File: config.mk
export PLATFORM = sky130hd
export DESIGN_NAME = hcmp_unit
export DESIGN_NICKNAME = d
export VERILOG_FILES = /design/src/rtl/hcmp_pkg.sv /design/src/rtl/hcmp_decode.sv /design/src/rtl/hcmp_unbox.sv /design/src/rtl/hcmp_classify.sv /design/src/rtl/hcmp_order.sv /design/src/rtl/hcmp_unit.sv
export SDC_FILE = /design/constraint.sdc
export NUM_CORES = 1
export LEC_CHECK = 0
export BUFFER_PORTS_ARGS = -buffer_cell sky130_fd_sc_hd__clkbuf_2
export CAP_MARGIN = 20
export CORE_ASPECT_RATIO = 0.75
export CORE_MARGIN = 2
export CORE_UTILIZATION = 25
export CTS_CLUSTER_DIAMETER = 100
export DETAILED_ROUTE_END_ITERATION = 10
export HOLD_SLACK_MARGIN = 0.06
export PLACE_DENSITY = 0.64
export REMOVE_ABC_BUFFERS = 1
export SLEW_MARGIN = 15
export SYNTH_ARGS = -nofsm -noshare
export SYNTH_HDL_FRONTEND = slang
export SYNTH_SLANG_ARGS = --single-unit
File: constraint.sdc
create_clock -name clk -period 9.8 [get_ports clk]
set_clock_uncertainty 0.15 [all_clocks]
set_input_delay 0.98 -clock clk [delete_from_list [all_inputs] [get_ports clk]]
set_output_delay 0.98 -clock clk [all_outputs]
set_load 0.02 [all_outputs]
File: src/rtl/hcmp_pkg.sv
`timescale 1ns/1ps
package hcmp_pkg;

    // operation selected by the decoder
    typedef enum logic [2:0] {
        K_NONE  = 3'd0,
        K_CLASS = 3'd1,
        K_EQ    = 3'd2,
        K_LT    = 3'd3,
        K_LE    = 3'd4,
        K_MIN   = 3'd5,
        K_MAX   = 3'd6
    } op_kind_e;

    // function codes the decoder recognises
    localparam logic [6:0] FN_SELECT = 7'h16;
    localparam logic [6:0] FN_ORDER  = 7'h52;
    localparam logic [6:0] FN_CLASS  = 7'h72;

    // number of classes in the classify mask
    localparam int unsigned CLASS_N = 10;

    // decoded properties of one half-precision operand
    typedef struct packed {
        logic sign;
        logic is_zero;
        logic is_sub;
        logic is_norm;
        logic is_inf;
        logic is_snan;
        logic is_qnan;
    } hinfo_t;

    // output presentation state
    typedef enum logic {
        ST_IDLE = 1'b0,
        ST_SHOW = 1'b1
    } show_state_e;

endpackage

File: src/rtl/hcmp_decode.sv
`timescale 1ns/1ps
module hcmp_decode
    import hcmp_pkg::*;
(
    input  logic [6:0] func,
    input  logic [2:0] subfn,
    output op_kind_e   kind
);

    always_comb begin
        kind = K_NONE;
        unique case (func)
            FN_SELECT: begin
                if (subfn == 3'd0)      kind = K_MIN;
                else if (subfn == 3'd1) kind = K_MAX;
            end
            FN_ORDER: begin
                if (subfn == 3'd0)      kind = K_LE;
                else if (subfn == 3'd1) kind = K_LT;
                else if (subfn == 3'd2) kind = K_EQ;
            end
            FN_CLASS: begin
                if (subfn == 3'd1)      kind = K_CLASS;
            end
            default: kind = K_NONE;
        endcase
    end

endmodule

File: src/rtl/hcmp_unbox.sv
`timescale 1ns/1ps
module hcmp_unbox
    import hcmp_pkg::*;
#(
    parameter int unsigned REG_W  = 64,
    parameter int unsigned EXP_W  = 5,
    parameter int unsigned FRAC_W = 10,
    localparam int unsigned HW    = 1 + EXP_W + FRAC_W
) (
    input  logic [REG_W-1:0] reg_in,
    output logic [HW-1:0]    half,
    output hinfo_t           info
);

    localparam logic [HW-1:0] CANON_NAN =
        {1'b0, {EXP_W{1'b1}}, 1'b1, {(FRAC_W-1){1'b0}}};

    logic              boxed;
    logic [EXP_W-1:0]  expo;
    logic [FRAC_W-1:0] frac;
    logic              exp_max;
    logic              exp_min;
    logic              frac_nz;

    always_comb begin
        boxed   = &reg_in[REG_W-1:HW];
        half    = boxed ? reg_in[HW-1:0] : CANON_NAN;
        expo    = half[HW-2:FRAC_W];
        frac    = half[FRAC_W-1:0];
        exp_max = &expo;
        exp_min = ~|expo;
        frac_nz = |frac;

        info.sign    = half[HW-1];
        info.is_zero = exp_min && !frac_nz;
        info.is_sub  = exp_min && frac_nz;
        info.is_norm = !exp_min && !exp_max;
        info.is_inf  = exp_max && !frac_nz;
        info.is_snan = exp_max && frac_nz && !frac[FRAC_W-1];
        info.is_qnan = exp_max && frac[FRAC_W-1];
    end

endmodule

File: src/rtl/hcmp_classify.sv
`timescale 1ns/1ps
module hcmp_classify
    import hcmp_pkg::*;
(
    input  hinfo_t             info,
    output logic [CLASS_N-1:0] mask
);

    always_comb begin
        mask    = '0;
        mask[0] =  info.sign && info.is_inf;
        mask[1] =  info.sign && info.is_norm;
        mask[2] =  info.sign && info.is_sub;
        mask[3] =  info.sign && info.is_zero;
        mask[4] = !info.sign && info.is_zero;
        mask[5] = !info.sign && info.is_sub;
        mask[6] = !info.sign && info.is_norm;
        mask[7] = !info.sign && info.is_inf;
        mask[8] =  info.is_snan;
        mask[9] =  info.is_qnan;
    end

endmodule

File: src/rtl/hcmp_order.sv
`timescale 1ns/1ps
module hcmp_order
    import hcmp_pkg::*;
#(
    parameter int unsigned REG_W  = 64,
    parameter int unsigned EXP_W  = 5,
    parameter int unsigned FRAC_W = 10,
    localparam int unsigned HW    = 1 + EXP_W + FRAC_W
) (
    input  op_kind_e         kind,
    input  logic [HW-1:0]    a_half,
    input  logic [HW-1:0]    b_half,
    input  hinfo_t           a_info,
    input  hinfo_t           b_info,
    output logic [REG_W-1:0] value,
    output logic             value_is_int,
    output logic             inval
);

    localparam logic [HW-1:0] CANON_NAN =
        {1'b0, {EXP_W{1'b1}}, 1'b1, {(FRAC_W-1){1'b0}}};
    localparam logic [REG_W-HW-1:0] BOX_ONES = '1;

    logic            a_nan, b_nan, any_nan, any_snan;
    logic            same_num;
    logic            a_lt_b, b_lt_a, eq_ord;
    logic            min_pick_a, max_pick_a;
    logic [HW-1:0]   sel_half;

    // strict ordering of two non-NaN values given as sign-magnitude
    function automatic logic mag_less(input logic [HW-1:0] x,
                                      input logic [HW-1:0] y);
        logic [HW-2:0] mx, my;
        mx = x[HW-2:0];
        my = y[HW-2:0];
        if (x[HW-1] != y[HW-1]) return x[HW-1];
        if (x[HW-1])            return mx > my;
        return mx < my;
    endfunction

    always_comb begin
        a_nan    = a_info.is_snan || a_info.is_qnan;
        b_nan    = b_info.is_snan || b_info.is_qnan;
        any_nan  = a_nan || b_nan;
        any_snan = a_info.is_snan || b_info.is_snan;
        same_num = (a_half == b_half) || (a_info.is_zero && b_info.is_zero);
        eq_ord   = !any_nan && same_num;
        a_lt_b   = !any_nan && !same_num && mag_less(a_half, b_half);
        b_lt_a   = !any_nan && !same_num && mag_less(b_half, a_half);

        min_pick_a = a_lt_b || (eq_ord && a_info.sign) || b_nan;
        max_pick_a = b_lt_a || (eq_ord && b_info.sign) || b_nan;

        sel_half = '0;
        if (kind == K_MIN) sel_half = min_pick_a ? a_half : b_half;
        if (kind == K_MAX) sel_half = max_pick_a ? a_half : b_half;
        if (a_nan && b_nan) sel_half = CANON_NAN;

        value        = '0;
        value_is_int = 1'b0;
        inval        = 1'b0;
        unique case (kind)
            K_EQ: begin
                value[0]     = eq_ord;
                value_is_int = 1'b1;
                inval        = any_snan;
            end
            K_LT: begin
                value[0]     = a_lt_b;
                value_is_int = 1'b1;
                inval        = any_nan;
            end
            K_LE: begin
                value[0]     = a_lt_b || eq_ord;
                value_is_int = 1'b1;
                inval        = any_nan;
            end
            K_MIN, K_MAX: begin
                value = {BOX_ONES, sel_half};
                inval = any_snan;
            end
            default: begin
                value        = '0;
                value_is_int = 1'b0;
                inval        = 1'b0;
            end
        endcase
    end

endmodule

File: src/rtl/hcmp_unit.sv
`timescale 1ns/1ps
module hcmp_unit
    import hcmp_pkg::*;
#(
    parameter int unsigned REG_W  = 64,
    parameter int unsigned EXP_W  = 5,
    parameter int unsigned FRAC_W = 10
) (
    input  logic             clk,
    input  logic             rst_n,
    input  logic             in_valid,
    input  logic [REG_W-1:0] opa,
    input  logic [REG_W-1:0] opb,
    input  logic [6:0]       func,
    input  logic [2:0]       subfn,
    output logic             out_valid,
    output logic [REG_W-1:0] result,
    output logic             result_is_int,
    output logic             invalid
);

    localparam int unsigned HW    = 1 + EXP_W + FRAC_W;
    localparam int unsigned OPS_N = 2;

    logic [REG_W-1:0] reg_vec  [OPS_N];
    logic [HW-1:0]    half_vec [OPS_N];
    hinfo_t           info_vec [OPS_N];

    op_kind_e           kind;
    logic [CLASS_N-1:0] class_mask;
    logic [REG_W-1:0]   ord_value;
    logic               ord_is_int;
    logic               ord_inval;

    logic [REG_W-1:0]   next_result;
    logic               next_is_int;
    logic               next_inval;

    show_state_e        state_q, state_d;
    op_kind_e           kind_q;

    assign reg_vec[0] = opa;
    assign reg_vec[1] = opb;

    for (genvar g = 0; g < OPS_N; g++) begin : g_unbox
        hcmp_unbox #(
            .REG_W (REG_W),
            .EXP_W (EXP_W),
            .FRAC_W(FRAC_W)
        ) unbox_i (
            .reg_in(reg_vec[g]),
            .half  (half_vec[g]),
            .info  (info_vec[g])
        );
    end

    hcmp_decode decode_i (
        .func (func),
        .subfn(subfn),
        .kind (kind)
    );

    hcmp_classify classify_i (
        .info(info_vec[0]),
        .mask(class_mask)
    );

    hcmp_order #(
        .REG_W (REG_W),
        .EXP_W (EXP_W),
        .FRAC_W(FRAC_W)
    ) order_i (
        .kind        (kind),
        .a_half      (half_vec[0]),
        .b_half      (half_vec[1]),
        .a_info      (info_vec[0]),
        .b_info      (info_vec[1]),
        .value       (ord_value),
        .value_is_int(ord_is_int),
        .inval       (ord_inval)
    );

    // result selection between classify and the ordering datapath
    always_comb begin
        if (kind == K_CLASS) begin
            next_result = {{(REG_W-CLASS_N){1'b0}}, class_mask};
            next_is_int = 1'b1;
            next_inval  = 1'b0;
        end else begin
            next_result = ord_value;
            next_is_int = ord_is_int;
            next_inval  = ord_inval;
        end
    end

    // next-state logic of the presentation machine
    always_comb begin
        state_d = state_q;
        unique case (state_q)
            ST_IDLE: state_d = in_valid ? ST_SHOW : ST_IDLE;
            ST_SHOW: state_d = in_valid ? ST_SHOW : ST_IDLE;
            default: state_d = ST_IDLE;
        endcase
    end

    // state register
    always_ff @(posedge clk) begin
        if (!rst_n) state_q <= ST_IDLE;
        else        state_q <= state_d;
    end

    // output register: loads on a strobe, holds otherwise
    always_ff @(posedge clk) begin
        if (!rst_n) begin
            result        <= '0;
            result_is_int <= 1'b0;
            invalid       <= 1'b0;
            kind_q        <= K_NONE;
        end else if (in_valid) begin
            result        <= next_result;
            result_is_int <= next_is_int;
            invalid       <= next_inval;
            kind_q        <= kind;
        end
    end

    assign out_valid = (state_q == ST_SHOW);

    AST_STROBE_FOLLOWS: assert property (@(posedge clk) disable iff (!rst_n)
        in_valid |=> out_valid);
    AST_NO_SPURIOUS: assert property (@(posedge clk) disable iff (!rst_n)
        !in_valid |=> !out_valid);
    AST_HOLD_IDLE: assert property (@(posedge clk) disable iff (!rst_n)
        !in_valid |=> ($stable(result) && $stable(invalid) && $stable(result_is_int)));
    AST_CLASS_ONEHOT: assert property (@(posedge clk) disable iff (!rst_n)
        (out_valid && kind_q == K_CLASS) |->
            ($countones(result[CLASS_N-1:0]) == 1 && result[REG_W-1:CLASS_N] == '0
             && result_is_int && !invalid));
    AST_CMP_BOOL: assert property (@(posedge clk) disable iff (!rst_n)
        (out_valid && (kind_q == K_EQ || kind_q == K_LT || kind_q == K_LE)) |->
            (result[REG_W-1:1] == '0 && result_is_int));
    AST_SEL_BOXED: assert property (@(posedge clk) disable iff (!rst_n)
        (out_valid && (kind_q == K_MIN || kind_q == K_MAX)) |->
            (&result[REG_W-1:HW] && !result_is_int));
    AST_UNKNOWN_ZERO: assert property (@(posedge clk) disable iff (!rst_n)
        (out_valid && kind_q == K_NONE) |->
            (result == '0 && !result_is_int && !invalid));

endmodule

# == After elaboration in Yosys (flattened, before gate mapping) ==
# Cells that the tools add are included.
# Widths: inputs -> output; s select.
# classes
reduce_logical,60
n_mux,36
magnitude_cmp,4
eq_ne,14
# op_table
op,count
$mux 16,7
$reduce_and 48->1,2
$mux 64,1
$mux 63,1
$gt 15x15->1,2
$lt 15x15->1,2
$logic_and 1x1->1,27
$reduce_or 10->1,2
$mux 1,19
$eq 16x16->1,1
$eq 7x7->1 const B,2
$mux 3,4
$logic_not 1->1,10
$logic_or 1x1->1,10
$reduce_and 5->1,2
$reduce_or 5->1,2
$eq 3x2->1 const B,3
$eq 3x3->1 const B,3
$pmux 3 s3,1
$eq 7x5->1 const B,1
$eq 3x1->1 const B,2
$reduce_or 3->1,2
$pmux 1 s4,1
$reduce_or 2->1,2
4 further kinds,5
# word_totals
output_inout_bits,67
word_cells,118
register_bits,67

# == Logic depth before layout (Yosys ltp) ==
# logic_depth
ltp_word,18
ltp_mapped,19

# == By module ==
# From an unflattened synthesis, not the netlist that was laid out.
# hier_totals
cells_unflattened,635
area_unflattened_um2,4966.0
# modules_own_cells
module,area_per_inst_um2,n_inst,cells_per_inst,seq_area_each_um2
hcmp_unit,2765.2,1,307,1341.3
hcmp_order,1391.3,1,182,0.0
hcmp_unbox,320.3,2,61,0.0
hcmp_decode,103.8,1,14,0.0
hcmp_classify,65.1,1,10,0.0

# == Worst setup path before layout ==
# No wires, ideal clock.
# synth_path
path_kind,in2reg
start,input opa[62]
end,register result[4]
setup_time_ns,0.074
arrival_ns,4.509
path_slack_ns,5.067
cell_stages,17
t_required_ns,9.576
path_cell_list,nand4_1 or4_4 nor3_4 buf_4 nand2_1 ha_1 and3_1 and3_1 nand3_1 nor4b_4 a2111oi_2 o2111a_2 or3_1 buf_6 nand2_8 or3_1 a31oi_1
# synth_between
elab_chain_cells,18
# synth_rtl
element,line,rtl
from (decl),hcmp_unit.sv:12,"input logic [REG_W-1:0] opa,"
$reduce_and 48->1 *,hcmp_unbox.sv:26,boxed = &reg_in[REG_W-1:HW];
$mux 16 *,hcmp_unbox.sv:27,half = boxed ? reg_in[HW-1:0] : CANON_NAN;
"parallel branches: the longest is 15 deep, another holds $gt 15x15->1",-,
$mux 64 *,hcmp_unit.sv:85,if (kind == K_CLASS) begin
to (signal assigned),hcmp_unit.sv:120,result <= next_result;
to (decl),hcmp_unit.sv:17,"output logic [REG_W-1:0] result,"
# Mark *: on every way between the ends. The select of a mux whose other input is x is not followed.
# A chain may end at the register's enable or synchronous reset.

# == Final worst setup path ==
# layout_path
start,input opa[59]
end,register result[7]
# layout_between
elab_chain_cells,18
# layout_rtl
element,line
$reduce_and 48->1 *,hcmp_unbox.sv:26
$mux 16 *,hcmp_unbox.sv:27
"parallel branches: the longest is 15 deep, another holds $gt 15x15->1",-
$mux 64 *,hcmp_unit.sv:85
# Marked as above.

==> qor.txt <==
status - complete, no violations
vias - 3955
total setup buffers inserted after CTS - 0
number of flops mapped to enable cells by yosys - 0
Critical Path Fanout Max - 16
H-tree levels - 1
vias in the first global route - 3511
# hold bufs at CTS - 0
Antenna Violating Nets Remaining - 0
Final #Nets - 745
initial antenna violation count - 0
register area - 400 sq um
setup repair after global routing missed its margin - no
clock root buffer - clkbuf_16
core box area - 12300 sq um
area of the multi-input gates - 2270 sq um
drt drc - 0
Synth top area share - 12.7%
Synth Register Bits - 20
area grow syn2layout - 30.0%
Worst-Margin Slew - 1.07 ns
Fmax - 181 MHz
WP data arrival - 5.56 ns
I/O Buffers - 207
Hold Fails Final Rpt - 0
most common cell in the synthesized netlist - buf_4
pwr dens - 61.7 nW/um^2
asr flop ratio synth - 0%
CTS buffer count - 3
MaxCap Viol Count - 0
CTS tree - done
cells after synthesis - 440
final WL - 11600 um
CP endpoint kind - register
1st-pass router iterations - 5
required time of the critical path - 9.85 ns
crit start category - primary input
chip width - 133 um
Most used DFF post-synth - dfxtp_1
Sink Count - 20
num rows - 35
Slew Limit Fails - 0
metal3 WL - 1110 um
Setup CP Type - in2reg
final setup fails - 0
largest net degree at the start of global routing - 49
Top Metal Used - met4
clock buffer depth - 2
CTS resizes - 0
die height - 101 um
final period utilization - 56.2%
share of layout cells above drive strength 1 - 39.9%
Post-DP HPWL - 10000 um
Starting Density - 25.6%
area leader, netlist - dfxtp_1
Vias/cell - 5.22
global-route wire length before repair - 17800 um
Seq/Total Area, Yosys - 12.7%
Antenna Cells - 0
TNS Setup - 0 ns
most frequent cells after synthesis - buf_4, nand2_1, nor2_1
min-delay worst type - reg2reg
Syn. warnings - 0
per-cell routed wire length - 15.3 um
worst vdd ir - 0.0636 mV
Clock transition at path regs - 0.06 ns
wl on met1 - 5080 um
Hold WS - 0.302 ns
syn avg cell area - 7.15 sq um
fin crit period - 5.51 ns
Power Total - 0.252 mW
metal2 WL - 5170 um
area post-placement - 3980 sq um
# fillers - 1315
GR Util All Layers - 16.3%
IO Pins - 208
Clk Latency, worst-skew pair - 0.25 ns
post-route cell area - 4090 sq um
Final Core Density - 33.3%
Yosys cell types - 71
Die Area - 13500 sq um
slew margin rel. - 27.9%
largest cells by area after synthesis - dfxtp_1, buf_4, nand4_1
Leak - 1.83 nW
GP Congestion - 0.996
Mapped Area - 3140 sq um
total gr overflow - 0
drt first-iter violations - 229
layer usage:
| metal | GRT usage [%] | up-vias |
|---|---|---|
| met1 | 21.9 | 1767 |
| met3 | 1.51 | 14 |
| met4 | 4.34 | 0 |
| met2 | 28.3 | 246 |
| met5 | 0 | - |
| li1 | - | 1928 |
critical path, stage by stage:
cell and delay [ns]:
clkbuf_2 0.08, nand4_1 0.12, nor4_2 0.70, nand3_1 0.67, nor2_1 0.37, ha_1 0.22
nand3_1 0.08, nor2_1 0.22, nand3_1 0.17, nor4b_4 0.35, a2111oi_2 0.20, o2111a_2 0.27
or3_1 0.50, nand2_8 0.17, mux2i_1 0.25, o221a_1 0.19
layout make-up:
class	instances	area share [%]
Multi-Input combinational cell	344	55.5
Timing Repair Buffer	209	25.7
Sequential cell	20	9.79
Tap cell	166	5.08
Clock buffer	3	1.84
Inverter	15	1.38
Clock inverter	1	0.734
stage by stage:
stage / setup WS [ns] / instances
after floorplan: 2.16 / 379
after CTS: 4.33 / 758
final: 4.29 / 758
after detailed placement: 4.08 / 754
after global routing: 3.85 / 758
after global placement: 4.09 / 754
logic make-up after synthesis:
kind of cell / count (synthesis) / synth area share (%)
fa+ha+maj: 12 / 4.70
flops: 20 / 12.7
compound gates: 103 / 23.2
mux: 10 / 3.26
simple gates: 213 / 39.3
xor+xnor: 6 / 1.67
buf+inv: 76 / 15.1
registers in the layout, indices dropped and copies added (netlist names):
name           count
invalid            1
result            17
result_is_int      1
out_valid          1
placed cells by master (no fill, tap or decap), types with 2 or more instances in the layout:
master / instances
o211ai_1: 2
buf_4: 2
o21ai_1: 5
nor3_2: 2
nand2_1: 44
o32a_1: 5
dfxtp_1: 20
o311a_1: 2
a31oi_1: 6
nand2b_1: 4
or3_1: 6
nand3_1: 17
and4_1: 4
and3_1: 5
nor3_1: 12
nor2b_1: 2
nor4_2: 6
a21o_1: 3
mux2i_1: 8
inv_1: 15
o221a_1: 5
nor4_1: 8
ha_1: 11
o21ai_0: 25
nand4b_1: 2
clkbuf_16: 3
and2_1: 10
clkbuf_2: 207
nor3b_1: 2
xnor2_1: 5
nand4_1: 36
or4_1: 4
nor2_1: 38
a211oi_1: 2
o211a_1: 2
a21oi_1: 22
or4_4: 2
o31ai_1: 6
power breakdown:
part           internal, mW  switching [mW]
clock                0.0810          0.0306
combinational        0.0275          0.0285
sequential           0.0836         0.00138
total                 0.192          0.0604
path summary, 6_finish.rpt:
| check | startpoint | to | slack, ns | cells past startpoint |
|---|---|---|---|---|
| setup / recovery | opa[59] | result[7] | 4.29 | 16 |
| hold / removal | result[13] | result[13] | 0.30 | 2 |
| setup reg to reg | result[62] | result[62] | 8.85 | 2 |
| hold reg to reg | result[13] | result[13] | 0.30 | 2 |
No activity file was read; power rests on OpenSTA's default activity.
